### src/rtl/ring_med_pkg.sv
package ring_med_pkg;
  typedef enum logic [2:0] {
    ST_IDLE,
    ST_PWRUP,
    ST_WAKE,
    ST_ARB,
    ST_DATA,
    ST_INTR,
    ST_LINGER
  } medState_t;

  // strobes from control to datapath
  typedef struct packed {
    logic clkLow;
    logic clkHigh;
    logic dataLow;
    logic dataHigh;
    logic forward;
  } medStrobe_t;
endpackage

### src/rtl/ring_med_datapath.sv
module ring_med_datapath #(
  parameter int SYNC_DEPTH = 2
) (
  input  logic                    clk,
  input  logic                    rstN,
  input  logic                    ringDataIn,
  input  ring_med_pkg::medStrobe_t stb,
  output logic                    ringDataOut,
  output logic                    ringClkOut,
  output logic                    dinLevel,
  output logic                    dinFall
);
  logic                  clkReg;
  logic                  dataReg;
  logic [SYNC_DEPTH-1:0] dinSyncChain;
  logic                  dinPrev;

  always_ff @(posedge clk or negedge rstN) begin
    if (!rstN) begin
      clkReg       <= 1'b1;
      dataReg      <= 1'b1;
      dinSyncChain <= '1;
      dinPrev      <= 1'b1;
    end else begin
      if (stb.clkLow)       clkReg <= 1'b0;
      else if (stb.clkHigh) clkReg <= 1'b1;
      if (stb.dataLow)       dataReg <= 1'b0;
      else if (stb.dataHigh) dataReg <= 1'b1;
      dinSyncChain <= {dinSyncChain[SYNC_DEPTH-2:0], ringDataIn};
      dinPrev      <= dinSyncChain[SYNC_DEPTH-1];
    end
  end

  assign dinLevel    = dinSyncChain[SYNC_DEPTH-1];
  assign dinFall     = dinPrev & ~dinLevel;
  assign ringClkOut  = clkReg;
  assign ringDataOut = stb.forward ? ringDataIn : dataReg;
endmodule

### src/rtl/ring_med_ctrl.sv
module ring_med_ctrl #(
  parameter int HALF_DIV     = 4,
  parameter int WAKE_PERIODS = 4,
  parameter int MSG_BITS     = 8,
  parameter int INT_EDGES    = 3,
  parameter int IDLE_WAIT    = 16
) (
  input  logic                     clk,
  input  logic                     rstN,
  input  logic                     dinLevel,
  input  logic                     dinFall,
  input  logic                     pwrAck,
  input  logic                     localTxReq,
  output ring_med_pkg::medStrobe_t stb,
  output ring_med_pkg::medState_t  curState,
  output logic                     pwrReq,
  output logic                     txGrant
);
  import ring_med_pkg::*;

  localparam int PH_W    = (HALF_DIV > 1) ? $clog2(HALF_DIV) : 1;
  localparam int BIT_MAX = (MSG_BITS > WAKE_PERIODS) ?
                           ((MSG_BITS > INT_EDGES) ? MSG_BITS : INT_EDGES) :
                           ((WAKE_PERIODS > INT_EDGES) ? WAKE_PERIODS : INT_EDGES);
  localparam int BIT_W   = $clog2(BIT_MAX + 1);
  localparam int LW      = (IDLE_WAIT > 1) ? $clog2(IDLE_WAIT) : 1;
  localparam logic [PH_W-1:0]  PH_LAST   = PH_W'(HALF_DIV - 1);
  localparam logic [BIT_W-1:0] WAKE_LAST = BIT_W'(WAKE_PERIODS - 1);
  localparam logic [BIT_W-1:0] MSG_LAST  = BIT_W'(MSG_BITS - 1);
  localparam logic [BIT_W-1:0] INT_LAST  = BIT_W'(INT_EDGES - 1);
  localparam logic [LW-1:0]    LING_LAST = LW'(IDLE_WAIT - 1);

  medState_t        state, nxt;
  logic [PH_W-1:0]  phCnt;
  logic             halfHigh;
  logic [BIT_W-1:0] bitCnt;
  logic [LW-1:0]    lingerCnt;
  logic             localPend;
  logic             grantNow;
  logic             phaseEnd;
  logic             clocked;
  logic             wantBus;

  assign phaseEnd = (phCnt == PH_LAST);
  assign clocked  = (state == ST_WAKE) || (state == ST_ARB) ||
                    (state == ST_DATA) || (state == ST_INTR);
  assign wantBus  = dinFall | localTxReq | localPend;

  always_comb begin
    nxt      = state;
    stb      = '0;
    grantNow = 1'b0;
    case (state)
      ST_IDLE:  if (wantBus) nxt = ST_PWRUP;
      ST_PWRUP: if (pwrAck) begin nxt = ST_WAKE; stb.clkLow = 1'b1; end
      ST_WAKE: if (phaseEnd) begin
        if (!halfHigh) stb.clkHigh = 1'b1;
        else begin
          stb.clkLow = 1'b1;
          if (bitCnt == WAKE_LAST) nxt = ST_ARB;
        end
      end
      ST_ARB: if (phaseEnd) begin
        if (!halfHigh) stb.clkHigh = 1'b1;
        else if (!dinLevel || localPend) begin
          nxt        = ST_DATA;
          stb.clkLow = 1'b1;
          grantNow   = dinLevel;
        end else begin
          nxt         = ST_INTR;
          stb.dataLow = 1'b1;
        end
      end
      ST_DATA: begin
        stb.forward = 1'b1;
        if (phaseEnd) begin
          if (!halfHigh) stb.clkHigh = 1'b1;
          else if (bitCnt == MSG_LAST) begin nxt = ST_INTR; stb.dataLow = 1'b1; end
          else stb.clkLow = 1'b1;
        end
      end
      ST_INTR: if (phaseEnd) begin
        if (!halfHigh) stb.dataHigh = 1'b1;
        else if (bitCnt == INT_LAST) nxt = ST_LINGER;
        else stb.dataLow = 1'b1;
      end
      ST_LINGER: begin
        if (wantBus) begin nxt = ST_WAKE; stb.clkLow = 1'b1; end
        else if (lingerCnt == LING_LAST) nxt = ST_IDLE;
      end
      default: nxt = ST_IDLE;
    endcase
  end

  always_ff @(posedge clk or negedge rstN) begin
    if (!rstN) begin
      state     <= ST_IDLE;
      phCnt     <= '0;
      halfHigh  <= 1'b0;
      bitCnt    <= '0;
      lingerCnt <= '0;
      localPend <= 1'b0;
      txGrant   <= 1'b0;
    end else begin
      state   <= nxt;
      txGrant <= grantNow;
      if (localTxReq)    localPend <= 1'b1;
      else if (grantNow) localPend <= 1'b0;
      if (nxt != state) begin
        phCnt     <= '0;
        halfHigh  <= 1'b0;
        bitCnt    <= '0;
        lingerCnt <= '0;
      end else begin
        phCnt <= phaseEnd ? '0 : phCnt + 1'b1;
        if (phaseEnd) halfHigh <= ~halfHigh;
        if (phaseEnd && halfHigh && clocked) bitCnt <= bitCnt + 1'b1;
        if (state == ST_LINGER) lingerCnt <= lingerCnt + 1'b1;
      end
    end
  end

  assign pwrReq   = (state != ST_IDLE);
  assign curState = state;

  // a grant is only ever issued on the way out of arbitration
  assert_grant_after_arb_R7: assert property (@(posedge clk) disable iff (!rstN)
    txGrant |-> ($past(state) == ST_ARB && state == ST_DATA));
endmodule

### src/rtl/ring_mediator.sv
module ring_mediator #(
  parameter int HALF_DIV     = 4,
  parameter int WAKE_PERIODS = 4,
  parameter int MSG_BITS     = 8,
  parameter int INT_EDGES    = 3,
  parameter int IDLE_WAIT    = 16,
  parameter int SYNC_DEPTH   = 2
) (
  input  logic clk,
  input  logic rstN,
  input  logic ringDataIn,
  output logic ringDataOut,
  output logic ringClkOut,
  output logic pwrReq,
  input  logic pwrAck,
  input  logic localTxReq,
  output logic txGrant
);
  import ring_med_pkg::*;

  medStrobe_t stb;
  medState_t  curState;
  logic       dinLevel;
  logic       dinFall;

  ring_med_ctrl #(
    .HALF_DIV(HALF_DIV), .WAKE_PERIODS(WAKE_PERIODS), .MSG_BITS(MSG_BITS),
    .INT_EDGES(INT_EDGES), .IDLE_WAIT(IDLE_WAIT)
  ) u_ctrl (
    .clk(clk), .rstN(rstN), .dinLevel(dinLevel), .dinFall(dinFall),
    .pwrAck(pwrAck), .localTxReq(localTxReq), .stb(stb),
    .curState(curState), .pwrReq(pwrReq), .txGrant(txGrant)
  );

  ring_med_datapath #(.SYNC_DEPTH(SYNC_DEPTH)) u_dp (
    .clk(clk), .rstN(rstN), .ringDataIn(ringDataIn), .stb(stb),
    .ringDataOut(ringDataOut), .ringClkOut(ringClkOut),
    .dinLevel(dinLevel), .dinFall(dinFall)
  );

  assert_idle_lines_high_R1: assert property (@(posedge clk) disable iff (!rstN)
    (curState == ST_IDLE) |-> (ringClkOut && ringDataOut));

  assert_clock_needs_power_R3: assert property (@(posedge clk) disable iff (!rstN)
    (ringClkOut != $past(ringClkOut)) |-> pwrReq);

  assert_no_clock_in_pwrup_R3: assert property (@(posedge clk) disable iff (!rstN)
    (curState == ST_PWRUP) |-> ringClkOut);

  assert_wake_data_high_R6: assert property (@(posedge clk) disable iff (!rstN)
    (curState == ST_WAKE || curState == ST_ARB) |-> ringDataOut);

  assert_intr_clock_high_R9: assert property (@(posedge clk) disable iff (!rstN)
    (curState == ST_INTR) |-> ringClkOut);
endmodule

### config.mk
export PLATFORM = sky130hd
export DESIGN_NAME = ring_mediator
export DESIGN_NICKNAME = d
export VERILOG_FILES = /design/src/rtl/ring_med_pkg.sv /design/src/rtl/ring_med_datapath.sv /design/src/rtl/ring_med_ctrl.sv /design/src/rtl/ring_mediator.sv
export SDC_FILE = /design/constraint.sdc
export NUM_CORES = 1
export LEC_CHECK = 0
export BUFFER_PORTS_ARGS = -buffer_cell sky130_fd_sc_hd__buf_2
export CAP_MARGIN = 20
export CORE_MARGIN = 2
export CORE_UTILIZATION = 50
export DETAILED_ROUTE_END_ITERATION = 7
export PLACE_DENSITY = 0.74
export SYNTH_ARGS = -nofsm -noshare
export SYNTH_HDL_FRONTEND = slang
export SYNTH_SLANG_ARGS = --single-unit
### constraint.sdc
create_clock -name clk -period 2.8 [get_ports clk]
set_input_delay 0.28 -clock clk [delete_from_list [all_inputs] [get_ports clk]]
set_output_delay 0.28 -clock clk [all_outputs]
set_load 0.01 [all_outputs]
---- Yosys cells after proc, flatten, opt, wreduce, memory -nomap -nowiden ----
Index checks and enable logic that the tools add are counted.
storage, ports and cells
  register bits after elaboration ......... 21
  output and inout port bits .............. 4
operators by class
  reduce and logical (&&, ||, !) cells .... 15
  eq/ne operators ......................... 12
  add/sub/neg operators ................... 3
  bitwise operators ....................... 5
  multiplexer cells ....................... 59
operator list
  operator                                                          count
  3-bit 2-to-1 mux                                                  17
  1-bit 2-to-1 mux                                                  30
  3-bit case mux with 7 select lines                                1
  4-bit 2-to-1 mux                                                  4
  2-bit nonzero test                                                6
  3-bit == test (second input constant)                             3
  4-bit by 1-bit adder with 4-bit output (second input constant)    2
  4-bit by 2-bit == test with 1-bit output (second input constant)  2
  2-bit 2-to-1 mux                                                  4
  3-bit by 2-bit == test with 1-bit output (second input constant)  2
  1-bit case mux with 3 select lines                                2
  1-bit case mux with 5 select lines                                1
  4-bit by 3-bit == test with 1-bit output (second input constant)  1
  4-bit == test (second input constant)                             1
  1-bit logical OR                                                  4
  3-bit by 1-bit == test with 1-bit output (second input constant)  1
  3-bit zero test                                                   1
  3-bit inequality test                                             1
  3-bit nonzero test                                                1
  2-bit by 1-bit adder with 2-bit output (second input constant)    1
  2-bit == test (second input constant)                             1
  1-bit logical AND                                                 2
  1-bit NOT                                                         2
  1-bit OR                                                          2
  2 further kinds                                                   2

---- Longest topological paths before layout ----
Gate-level depths: netlist of the first run.
  depth in word-level cells ............... 8
  mapped depth ............................ 7

---- Cells and area by module ----
Synthesis of the first run repeated with hierarchy kept, for this count alone.
second synthesis, totals
  cell total of the unflattened synthesis .. 134
  area total of the unflattened synthesis .. 1417.6 um^2
modules (own cells, without submodules)
  module             sequential area each (um^2)  times used  cells each  area each (um^2)
  ring_med_ctrl      400.4                        1           125         1244.9
  ring_med_datapath  131.4                        1           9           172.7

---- Worst setup path after synthesis of the first run ----
Ideal clock, no wire load.
  path type ............................... reg-to-reg
  from .................................... reg u_ctrl.phCnt[0]
  to ...................................... reg u_ctrl.phCnt[0]
  path slack .............................. 1.101 ns
  period minus slack after synthesis ...... 1.699 ns
  arrival ................................. 1.619 ns
  path buffers ............................ 0
  cell stages (with the launch flop) ...... 7
  cells stage by stage .................... dfrtp_1 -> ha_1 -> and2_4 -> a311oi_4 -> o32ai_4 -> o21bai_4 -> nor3_2
on the way
  cells in the longest elaborated chain, start to end .. 5
  elaborated cells between the ends (all ways) .. 10
  those cells by class .................... add/sub: 1; eq/ne: 2; mux: 7
ends and longest elaborated chain
  element                                     RTL line              text
  start, declared                             ring_med_ctrl.sv:34   logic [PH_W-1:0] phCnt;
  start signal, assigned                      ring_med_ctrl.sv:115  phCnt <= phaseEnd ? '0 : phCnt + 1'b1;
  2-bit == test                               ring_med_ctrl.sv:44   assign phaseEnd = (phCnt == PH_LAST);
  3-bit 2-to-1 mux, on equally long branches  -
  3-bit case mux with 7 select lines          ring_med_ctrl.sv:53   case (state)
  3-bit inequality test                       ring_med_ctrl.sv:109  if (nxt != state) begin
  2-bit 2-to-1 mux *                          ring_med_ctrl.sv:109
Mark *: on every way between the ends. The rest lies on a longest branch, timed or not.
A chain may end at the register's enable or synchronous reset.

---- Worst setup path in the final report of the first run ----
  from .................................... reg u_ctrl.state[2] (netlist: u_ctrl.curState[2])
  to ...................................... out ringDataOut
on the way
  cells in the longest elaborated chain, start to end .. 3
ends and longest elaborated chain
  element                 RTL line                 text
  start, declared         ring_med_ctrl.sv:33      medState_t state, nxt;
  start signal, assigned  ring_med_ctrl.sv:105     state <= nxt;
  3-bit == test           ring_med_ctrl.sv:53
  1-bit 2-to-1 mux        ring_med_ctrl.sv:53
  1-bit 2-to-1 mux        ring_med_datapath.sv:37  assign ringDataOut = stb.forward ? ringDataIn : dataReg;
  end, declared           ring_mediator.sv:12      output logic ringDataOut,
Every way passes these cells.

==> results of run 1 <==
-- cells in the final DEF, fill, tap and decap left out, types with 2 or more instances in the layout --
| cell type | synthesis | final |
|---|---|---|
| nand2b_1 | 3 | 3 |
| clkbuf_4 | 0 | 3 |
| buf_2 | 2 | 8 |
| nand3_1 | 3 | 3 |
| nor2_1 | 8 | 8 |
| nor2_2 | 9 | 9 |
| xor2_1 | 2 | 2 |
| inv_1 | 8 | 8 |
| dfrtp_1 | 16 | 16 |
| nand4_1 | 4 | 4 |
| ha_1 | 4 | 4 |
| nor3_1 | 2 | 2 |
| nor2b_1 | 6 | 6 |
| xnor2_1 | 3 | 3 |
| o21ai_0 | 8 | 8 |
| nand2_1 | 9 | 9 |
| a21oi_1 | 4 | 4 |
| a31oi_1 | 3 | 3 |
| and3b_1 | 2 | 2 |
| dfstp_2 | 5 | 5 |
| and3_1 | 3 | 3 |
-- cell families after synthesis --
| kind of cell | share of synthesized area, % |
|---|---|
| AO/OA/AOI/OAI | 19.0 |
| XOR/XNOR | 3.44 |
| adder cells (fa/ha/maj) | 3.93 |
| buffers and inverters | 4.62 |
| flip-flops | 41.8 |
| multiplexers | 1.67 |
| AND/OR/NAND/NOR | 25.6 |
-- flip-flops by register name (all words and copies together) (netlist names) --
register	flops
u_ctrl.localPend	1
u_ctrl.lingerCnt	4
u_dp.dataReg	1
u_ctrl.curState	3
u_ctrl.phCnt	2
u_dp.dinPrev	1
u_ctrl.txGrant	1
u_ctrl.bitCnt	4
u_dp.dinSyncChain	2
u_ctrl.halfHigh	1
u_dp.ringClkOut	1
-- power groups by stage --
stage	Combinational (W)	Clock [W]	Sequential, W
final	0.000394	0.000151	0.000496
after global routing	0.000455	0.000165	0.000513
after CTS	0.000399	0.000158	0.000495
after detailed placement	0.000395	0	0.000501
after global placement	0.000386	0	0.000497
after floorplan	0.000390	0	0.000437
-- layout make-up --
type / count / area share (%)
Clock buffer: 4 / 1.94
Inverter: 8 / 2.21
Multi-Input combinational cell: 95 / 50.2
Sequential cell: 21 / 39.2
Tap cell: 30 / 2.76
Timing Repair Buffer: 9 / 3.69
-- final timing paths --
| path | end | slack [ns] | cells after the start |
|---|---|---|---|
| hold reg to reg | u_dp.dinSyncChain[1]$_DFF_PN1_ | 0.36 | 0 |
| min in group asynchronous | u_ctrl.localPend$_DFFE_PN0P_ | 0.43 | 2 |
| setup / recovery | ringDataOut | 0.69 | 4 |
| hold / removal | u_dp.dinSyncChain[0]$_DFF_PN1_ | 0.07 | 1 |
| setup reg to reg | u_ctrl.bitCnt[0]$_DFFE_PN0P_ | 0.86 | 7 |
| max in group asynchronous | u_dp.dinPrev$_DFF_PN1_ | 2.00 | 2 |
-- per-layer routing --
layer	vias up	track usage, %
li1	471	-
met1	442	23.1
met2	13	32.3
met3	6	3.01
met4	0	12.1
met5	-	0
-- through the flow --
stage / area [µm²] / hold WS (ns) / utilization [%] / setup slack (ns) / power [W]
3_3_place_gp: 1320 / 0.260 / 53.8 / 0.893 / 0.000883
2_1_floorplan: 1270 / -0.0156 / - / 1.10 / 0.000827
3_5_place_dp: 1320 / 0.266 / 53.8 / 0.875 / 0.000897
4_1_cts: 1360 / 0.0582 / 55.3 / 0.687 / 0.00105
5_1_grt: 1360 / 0.0524 / 55.3 / 0.584 / 0.00113
6_report: 1360 / 0.0699 / 55.3 / 0.692 / 0.00104
-- worst register-to-register path: stages (launching register included) --
cell and delay [ns]:
dfrtp_1 0.43, inv_1 0.07, ha_1 0.13, nor3b_2 0.35
a311oi_4 0.16, o32ai_4 0.35, o21bai_4 0.27, nor2_2 0.07
-- what timing repair did --
action / CTS / global route
resized for setup: 0 / 0
hold buffers: 1 / 0
hold endpoints to repair: 16 / 0
==> summary.txt, run 1 <==
Outcome
  • Status: finished clean

Routing
  • Drt via density: roughly 5.6
  • Top sig layer: met4
  • TritonRoute pass-1 iters: 4
  • DR WL/cell: between 10 and 15 µm
  • Antenna viol nets, final: 0
  • DR WL met2: roughly 1100 µm
  • WL met1: 1120 µm
  • Vias: between 900 and 1000
  • Routed WL: 2390 µm
  • Metal3 WL: slightly above 60 µm
  • DRC Markers: 0
  • Initial DRC count: 10

Pwr
  • Part of the power in registers: 47.7%
  • Peak VDD IR: between 0.3 and 0.4 mV
  • Pwr dens: 767 nW/µm²
  • P_sw: 0.000429 W
  • Leak: 0.572 nW
  • Gate power share: a little under two fifths
  • Share of total power in the clock network: around 14%
  • Sw Share: 41.2%
  • Internal power: 0.000612 W

GRT
  • First-pass GRT wire length: between 4000 and 5000 µm
  • Initial antenna violation count: 0
  • Total grt overflow: 0
  • Total GRT Usage: 19.3%
  • Vias in the first global route: between 900 and 1000
  • Largest net degree at the start of global routing: 22

Hold path
  • Hold Crit Start: ringDataIn
  • Hold crit path type: primary input to flop

Job
  • MaxCap Viol Count: 0

Timing
  • Final min period: 2.11 ns
  • Max Freq: 474 MHz
  • Post-route setup TNS: 0 ns
  • Fin crit share: roughly three quarters
  • Slew @ Worst Pin: around 0.58 ns
  • Final hold viol count: 0
  • Slew headroom: 61.5%
  • Unrepaired setup endpoints after global routing: false
  • Clock skew: 0.0157 ns
  • Final setup fails: 0
  • Slew Viols, Final: 0

Die
  • FP Rows: 18
  • I/O pin cnt: 9
  • Die ar.: slightly below 3000 µm²
  • Core Box Area: roughly 2500 µm²
  • Die span in y: 54.4 µm
  • Initial Util: 51.8%
  • Die X: around 54 µm

Worst setup path
  • Type of origin of the critical path: flop
  • R2R Path Start: u_ctrl.bitCnt[0]$_DFFE_PN0P_
  • Worst Path Arrival: around 1.8 ns
  • CP cell instances: nand2b_1 -> nor2_1 -> mux2_2 -> buf_2
  • CP Max Fanout: 15
  • Crit path from: u_ctrl.curState[2]$_DFF_PN0_
  • CP required: between 2 and 3 ns
  • Critical path endpoint category: output pin
  • Crit path largest cell delay: around 0.67 ns
  • Kind of critical path: flop to output pin
  • CP Buf/Inv Count: 1
  • Crit-path slowest cell: dfrtp_1
  • Crit path max-delay family: flip-flops

Final layout
  • Fillers: around 220
  • Share of layout cells above drive strength 1: 25.5%
  • Area Growth Syn to Fin: 6.69%
  • Area of the multi-input gates: ~680 µm²
  • Post-route insts no fill: between 150 and 200
  • Register area: 532 µm²
  • Diode count: 0
  • Layout Nets: around 150

Synth
  • Most frequent cells after synthesis: 16 x dfrtp_1, 9 x nand2_1, 9 x nor2_2
  • FF+latch count, synth: 21
  • EDFF count, synth: 0
  • Seq/Total Area, Yosys: about two fifths
  • Async set-reset flop share out of synthesis: 100%
  • Synthesized instance count: between 100 and 150
  • Syn_nets: approximately 140
  • Most frequent cell after synthesis: dfrtp_1
  • Average cell area after synthesis: ~9.9 µm²
  • Mapped Area: between 1000 and 1500 µm²
  • Netlist cell types: 44
  • Post-synth top area cell: dfrtp_1
  • Yosys warnings: 0
  • Synth Flop Type: dfrtp_1
  • Area contributors post-synth: dfrtp_1 31%, dfstp_2 10%, nor2_2 4.4%
  • Top cell type's share of synthesized area: between 30% and 40%

Clock tree
  • Clk_lat worst skew: roughly 0.32 ns
  • Root buffer cell: clkbuf_4
  • H-tree depth: 1
  • Clock sink total: 21
  • # Post-CTS Setup Buffers: 0
  • CTS buffer count: 3
  • CTS tree: yes
  • CTS max path bufs: 2
  • Reg clk slew, reported paths: 0.13 ns

Place
  • Buffers on Ports: 8
  • HPWL after DPL: 1730 µm
  • GPL Wtd Cong: ~0.83
  • Placed Cells: 162
No activity file was read; power rests on OpenSTA's default activity.
==> run 2, diff against run 1 <==
--- a/config.mk
+++ b/config.mk
@@ -10,7 +10,7 @@
 export CORE_MARGIN = 2
 export CORE_UTILIZATION = 50
 export DETAILED_ROUTE_END_ITERATION = 7
-export PLACE_DENSITY = 0.74
+export PLACE_DENSITY = 0.77
 export SYNTH_ARGS = -nofsm -noshare
 export SYNTH_HDL_FRONTEND = slang
 export SYNTH_SLANG_ARGS = --single-unit
==> constraint.sdc (replaced) <==
create_clock -name clk -period 1.7 [get_ports clk]
set_input_delay 0.17 -clock clk [delete_from_list [all_inputs] [get_ports clk]]
set_output_delay 0.17 -clock clk [all_outputs]
set_load 0.01 [all_outputs]
==> run 2 against run 1 <==
Effect of this change: clock skew shrank 0.014 ns; non-clock buffer count grew 31; worst hold slack gained 0.017 ns; global-route usage grew 3.2 points; combinational power grew to 3.0 times the previous value; count of clock-buffer cells in the layout shrank 1; the run now ends with setup timing left; sequential power grew 48%; setup slack lost 0.77 ns; critical path type is now flop to flop; final area grew 23%.
==> summary.txt, run 2 (synthesis gave the netlist of run 1 again) <==
GRT
  • Total GRT Usage: between 20 and 25%
  • Vias in the first global route: approximately 1100
  • Total grt overflow: 0
  • Initial antenna violation count: 0
  • First-pass GRT wire length: about 4600 µm
  • Largest net degree at the start of global routing: 22

Timing
  • Final setup fails: 8
  • Max Freq: 562 MHz
  • Unrepaired setup endpoints after global routing: true
  • Post-route setup TNS: -0.595 ns
  • Min Hold Slack: between 0.08 and 0.09 ns
  • Slew @ Worst Pin: around 0.47 ns
  • Slew Viols, Final: 0
  • Clock skew: about 0.0013 ns
  • Final hold viol count: 0
  • Fin crit share: 105%
  • Slack of the critical path: -0.0802 ns
  • Slew headroom: around two thirds
  • Final min period: roughly 1.8 ns

Worst setup path
  • Kind of critical path: flop to flop
  • CP required: 1.92 ns
  • Type of origin of the critical path: flop
  • CP Max Fanout: 8
  • Worst Path Arrival: ~2 ns
  • Crit-path slowest cell: dfrtp_1
  • Crit path largest cell delay: ~0.42 ns
  • Crit path from: u_ctrl.bitCnt[0]$_DFFE_PN0P_
  • R2R Path Start: u_ctrl.bitCnt[0]$_DFFE_PN0P_
  • Critical path endpoint category: flop
  • CP cell instances: inv_1 -> ha_2 -> nor3b_4 -> a311oi_4 -> o32ai_4 -> o21bai_4 -> buf_12 -> nor2_2

Pwr
  • Leak: around 0.73 nW
  • Sw Share: slightly below 40%
  • Part of the power in registers: between 30% and 40%
  • Gate power share: a little over half
  • Share of total power in the clock network: 11.6%
  • Internal power: between 0.001 and 0.0015 W
  • Total power: about 0.0022 W
  • Pwr dens: ~1300 nW/µm²
  • Peak VDD IR: 1.02 mV
  • P_sw: around 0.00084 W

Routing
  • DR WL/cell: 14.8 µm
  • Initial DRC count: 18
  • Antenna viol nets, final: 0
  • DRC Markers: 0
  • Routed WL: just under 3000 µm
  • Vias: 1101
  • TritonRoute pass-1 iters: 4
  • Drt via density: 5.56

Place
  • Place WS: -0.0679 ns
  • Buffers on Ports: 8
  • HPWL after DPL: approximately 2100 µm
  • GPL Wtd Cong: 0.825

Die
  • Core Box Area: between 2000 and 2500 µm²
  • I/O pin cnt: 9
  • Die ar.: around 3000 µm²
  • Die span in y: 54.4 µm
  • Die X: ~54 µm
  • FP Rows: 18
  • Initial Util: 51.8%

Final layout
  • Area Growth Syn to Fin: 31.2%
  • Share of layout cells above drive strength 1: a little under half
  • Commonest cells after routing, fill and taps aside: 28 x buf_4, 13 x dfrtp_1, 9 x nor2_2, 9 x nand2_1
  • Commonest non-fill, non-tap cell in the layout: buf_4
  • Diode count: 0
  • Layout Nets: 178

Clock tree
  • CTS max path bufs: 2
  • CTS buffer count: 3
  • CTS tree: yes
  • Reg clk slew, reported paths: about 0.12 ns
  • Clk_lat worst skew: about 0.31 ns
  • Root buffer cell: clkbuf_4
  • Clock sink total: 21
  • H-tree depth: 1

Outcome
  • Status: finished, violations left
  • Failing checks: setup timing

Job
  • MaxCap Viol Count: 0

Hold path
  • Hold Crit Start: localTxReq
  • Hold crit path type: primary input to flop
[run 2: changes by cell type in the layout (fill, tap and decap cells not counted), sizes merged]
cell and delta:
buf +30, clkbuf -1, clkinvlp +1, dlygate4sd3 +1
[run 2: power groups by stage]
stage          logic [W]  registers, W  clock network, W
2_1_floorplan   0.000643      0.000720                 0
3_3_place_gp    0.000874      0.000749                 0
3_5_place_dp    0.000903      0.000750                 0
4_1_cts         0.000963      0.000737          0.000261
5_1_grt          0.00130      0.000748          0.000275
6_report         0.00118      0.000735          0.000252
[run 2: worst paths after layout]
path	depth (start not counted)	slack (ns)	endpoint
min reg2reg	0	0.37	u_dp.dinSyncChain[1]$_DFF_PN1_
max reg2reg	8	-0.08	u_ctrl.halfHigh$_DFFE_PN0P_
min in group asynchronous	2	0.34	u_ctrl.txGrant$_DFF_PN0_
max in group asynchronous	2	1.01	u_dp.dinSyncChain[0]$_DFF_PN1_
max	8	-0.08	u_ctrl.halfHigh$_DFFE_PN0P_
min	2	0.09	u_ctrl.localPend$_DFFE_PN0P_
[run 2: metrics by stage]
stage               util [%]  instance area, µm²  cells
floorplan                  -                1270    128
global placement        59.3                1460    180
detailed placement      59.3                1460    180
CTS                     63.3                1550    189
global route            68.0                1670    198
finish                  68.0                1670    198
[run 2: layer usage]
| metal | up-vias | track usage, % | wire [µm] | share of wire, % |
|---|---|---|---|---|
| met5 | - | 0 | 0 | 0 |
| met1 | 534 | 27.8 | 1300 | 44 |
| li1 | 535 | - | - | - |
| met3 | 7 | 3.01 | 94 | 3.2 |
| met4 | 0 | 12.9 | 75 | 2.6 |
| met2 | 25 | 37.6 | 1460 | 50 |
[run 2: cell type report]
cell class                 instances  area, µm²
sequential                        21        536
clock inverter                     1       7.51
inverter                           8       30.0
fill                             191        786
clock buffer                       3       22.5
tap                               30       37.5
timing repair buffer              40        302
multi-input combinational         95        734
[run 2: repair_timing]
| item | 4_1_cts | 5_1_grt |
|---|---|---|
| pin swaps | 4 | 5 |
| setup endpoints to repair | 11 | 12 |
| hold buffers | 2 | 0 |
| setup buffers | 3 | 9 |
| gates resized for setup | 9 | 10 |
| endpoints found under the hold margin | 17 | 0 |
| gates cloned | 0 | 0 |
[run 2: worst max-delay path: cells and delay by family (launching register included)]
| family | cells | cell delay (ns) |
|---|---|---|
| fa+ha+maj | 1 | 0.16 |
| buf+inv | 2 | 0.21 |
| flops | 1 | 0.42 |
| simple gates | 2 | 0.30 |
| compound gates | 3 | 0.58 |
==> run 3, diff against run 2 <==
--- a/config.mk
+++ b/config.mk
@@ -10,7 +10,7 @@
 export CORE_MARGIN = 2
 export CORE_UTILIZATION = 50
 export DETAILED_ROUTE_END_ITERATION = 7
-export PLACE_DENSITY = 0.77
+export PLACE_DENSITY = 0.74
 export SYNTH_ARGS = -nofsm -noshare
 export SYNTH_HDL_FRONTEND = slang
 export SYNTH_SLANG_ARGS = --single-unit
==> constraint.sdc (replaced) <==
create_clock -name clk -period 2.3 [get_ports clk]
set_input_delay 0.23 -clock clk [delete_from_list [all_inputs] [get_ports clk]]
set_output_delay 0.23 -clock clk [all_outputs]
set_load 0.01 [all_outputs]
==> run 3 against run 2 <==
Effect of this change: the flow now finishes without violations; global-route usage decreased by 4.0 points; setup slack improved by 0.33 ns; register-to-register slack improved by 0.45 ns; die area unchanged; non-clock buffer count decreased by 29; critical path type is now flop to output pin; largest power group is now sequential cells.
==> summary.txt, run 3 (synthesis gave the netlist of run 1 again) <==
Timing
  • Slew @ Worst Pin: between 0.5 and 0.6 ns
  • Final min period: 2.05 ns
  • Max Freq: between 400 and 500 MHz
  • Slew headroom: about 66%
  • Min Hold Slack: ~0.15 ns
  • Post-route setup TNS: 0 ns
  • Clock skew: between 0.001 and 0.0015 ns
  • Final setup fails: 0
  • Final hold viol count: 0
  • Fin crit share: roughly nine tenths
  • Unrepaired setup endpoints after global routing: false
  • Slew Viols, Final: 0

Pwr
  • Peak VDD IR: just under 0.5 mV
  • Leak: between 0.5 and 0.6 nW
  • Pwr dens: approximately 930 nW/µm²

Worst setup path
  • FF-to-FF path depth: 7
  • Worst Path Arrival: 1.82 ns
  • Crit path max-delay family: flip-flops
  • Kind of critical path: flop to output pin
  • Crit-path slowest cell: dfrtp_1
  • CP required: 2.07 ns
  • Type of origin of the critical path: flop
  • CP Buf/Inv Count: 1
  • CP cell instances: nand2b_1 -> nor2_1 -> mux2_2 -> buf_2
  • FF-to-FF setup slack: about 0.37 ns
  • Worst r2r dst: u_ctrl.bitCnt[0]$_DFFE_PN0P_
  • Worst path depth: 4
  • R2R Path Start: u_ctrl.bitCnt[0]$_DFFE_PN0P_
  • Critical path endpoint category: output pin
  • CP Max Fanout: 15
  • Crit path largest cell delay: roughly 0.68 ns

GRT
  • Initial antenna violation count: 0
  • Vias in the first global route: 946
  • First-pass GRT wire length: between 3000 and 4000 µm
  • Largest net degree at the start of global routing: 22
  • Total grt overflow: 0
  • Total GRT Usage: a little under a fifth

Final layout
  • Area Growth Syn to Fin: 8.16%
  • Commonest non-fill, non-tap cell in the layout: dfrtp_1
  • Layout Nets: around 150
  • Share of layout cells above drive strength 1: between 20% and 30%
  • Post-route insts no fill: ~170
  • Diode count: 0
  • Final instance area: approximately 1400 µm²
  • Commonest cells after routing, fill and taps aside: 16 x dfrtp_1, 9 x nor2_2, 9 x nand2_1
  • Fillers: 220

Die
  • Core Box Area: about 2500 µm²
  • Die ar.: about 3000 µm²
  • Die span in y: 54.4 µm
  • Die X: 54.4 µm
  • I/O pin cnt: 9
  • FP Rows: 18
  • Initial Util: between 50% and 60%

Routing
  • Routed WL: between 2000 and 2500 µm
  • Vias: roughly 950
  • DR WL/cell: 13.9 µm
  • DRC Markers: 0
  • Initial DRC count: 10
  • Antenna viol nets, final: 0
  • Drt via density: between 5 and 6
  • TritonRoute pass-1 iters: 4

Hold path
  • Hold Crit Start: localTxReq
  • Hold crit path type: primary input to flop
  • Worst hold stages: 2
  • Hold Path End: u_ctrl.localPend$_DFFE_PN0P_

Clock tree
  • H-tree depth: 1
  • Clock sink total: 21
  • CTS buffer count: 3
  • Root buffer cell: clkbuf_4
  • Clk_lat worst skew: between 0.3 and 0.4 ns
  • CTS max path bufs: 2
  • CTS tree: yes
  • Post-CTS sizing: 0
  • CTS Hold Bufs: 2
  • # Post-CTS Setup Buffers: 0
  • Reg clk slew, reported paths: about 0.12 ns

Place
  • GPL Wtd Cong: between 0.8 and 0.9
  • HPWL after DPL: approximately 1800 µm
  • Placed Cells: between 150 and 200
  • Placed cell areas: 1330 µm²
  • Buffers on Ports: 8

Job
  • MaxCap Viol Count: 0

Outcome
  • Status: finished clean
run 3: layout make-up:
type,instances,area (µm²),share of cell area (%)
Inverter,8,30.0,2.18
Clock inverter,1,5.00,0.364
Tap cell,30,37.5,2.73
Sequential cell,21,532,38.6
Multi-Input combinational cell,95,682,49.5
Timing Repair Buffer,11,67.6,4.91
Clock buffer,3,22.5,1.64
run 3: metrics by stage:
step / util [%] / setup WS, ns / total power [W]
2_1_floorplan: - / 0.601 / 0.00101
5_1_grt: 56.1 / 0.0972 / 0.00140
4_1_cts: 56.1 / 0.245 / 0.00130
3_3_place_gp: 54.1 / 0.406 / 0.00109
6_report: 56.1 / 0.250 / 0.00128
3_5_place_dp: 54.1 / 0.365 / 0.00111
run 3: power breakdown:
group	total, W	internal (W)	switching (W)	leakage (nW)
clock network	0.000184	0.0000649	0.000119	0.0177
registers	0.000587	0.000464	0.000123	0.259
logic	0.000514	0.000225	0.000289	0.307
total	0.00128	0.000754	0.000531	0.584
run 3: routing by layer:
layer,vias up,track usage (%),share of wire (%)
li1,472,-,-
met1,458,22.9,46
met2,17,32.1,51
met3,2,2.46,2.9
met4,0,7.50,0.43
met5,-,0,0
run 3: worst max path at each step:
stage	from	endpoint	slack (ns)
floorplan	u_ctrl.phCnt[0]$_DFF_PN0_	u_ctrl.phCnt[0]$_DFF_PN0_	0.60
global placement	u_ctrl.bitCnt[0]$_DFFE_PN0P_	u_ctrl.bitCnt[0]$_DFFE_PN0P_	0.41
detailed placement	u_ctrl.bitCnt[0]$_DFFE_PN0P_	u_ctrl.bitCnt[0]$_DFFE_PN0P_	0.36
CTS	u_ctrl.curState[2]$_DFF_PN0_	ringDataOut	0.24
global route	u_ctrl.curState[2]$_DFF_PN0_	ringDataOut	0.1
finish	u_ctrl.curState[2]$_DFF_PN0_	ringDataOut	0.25
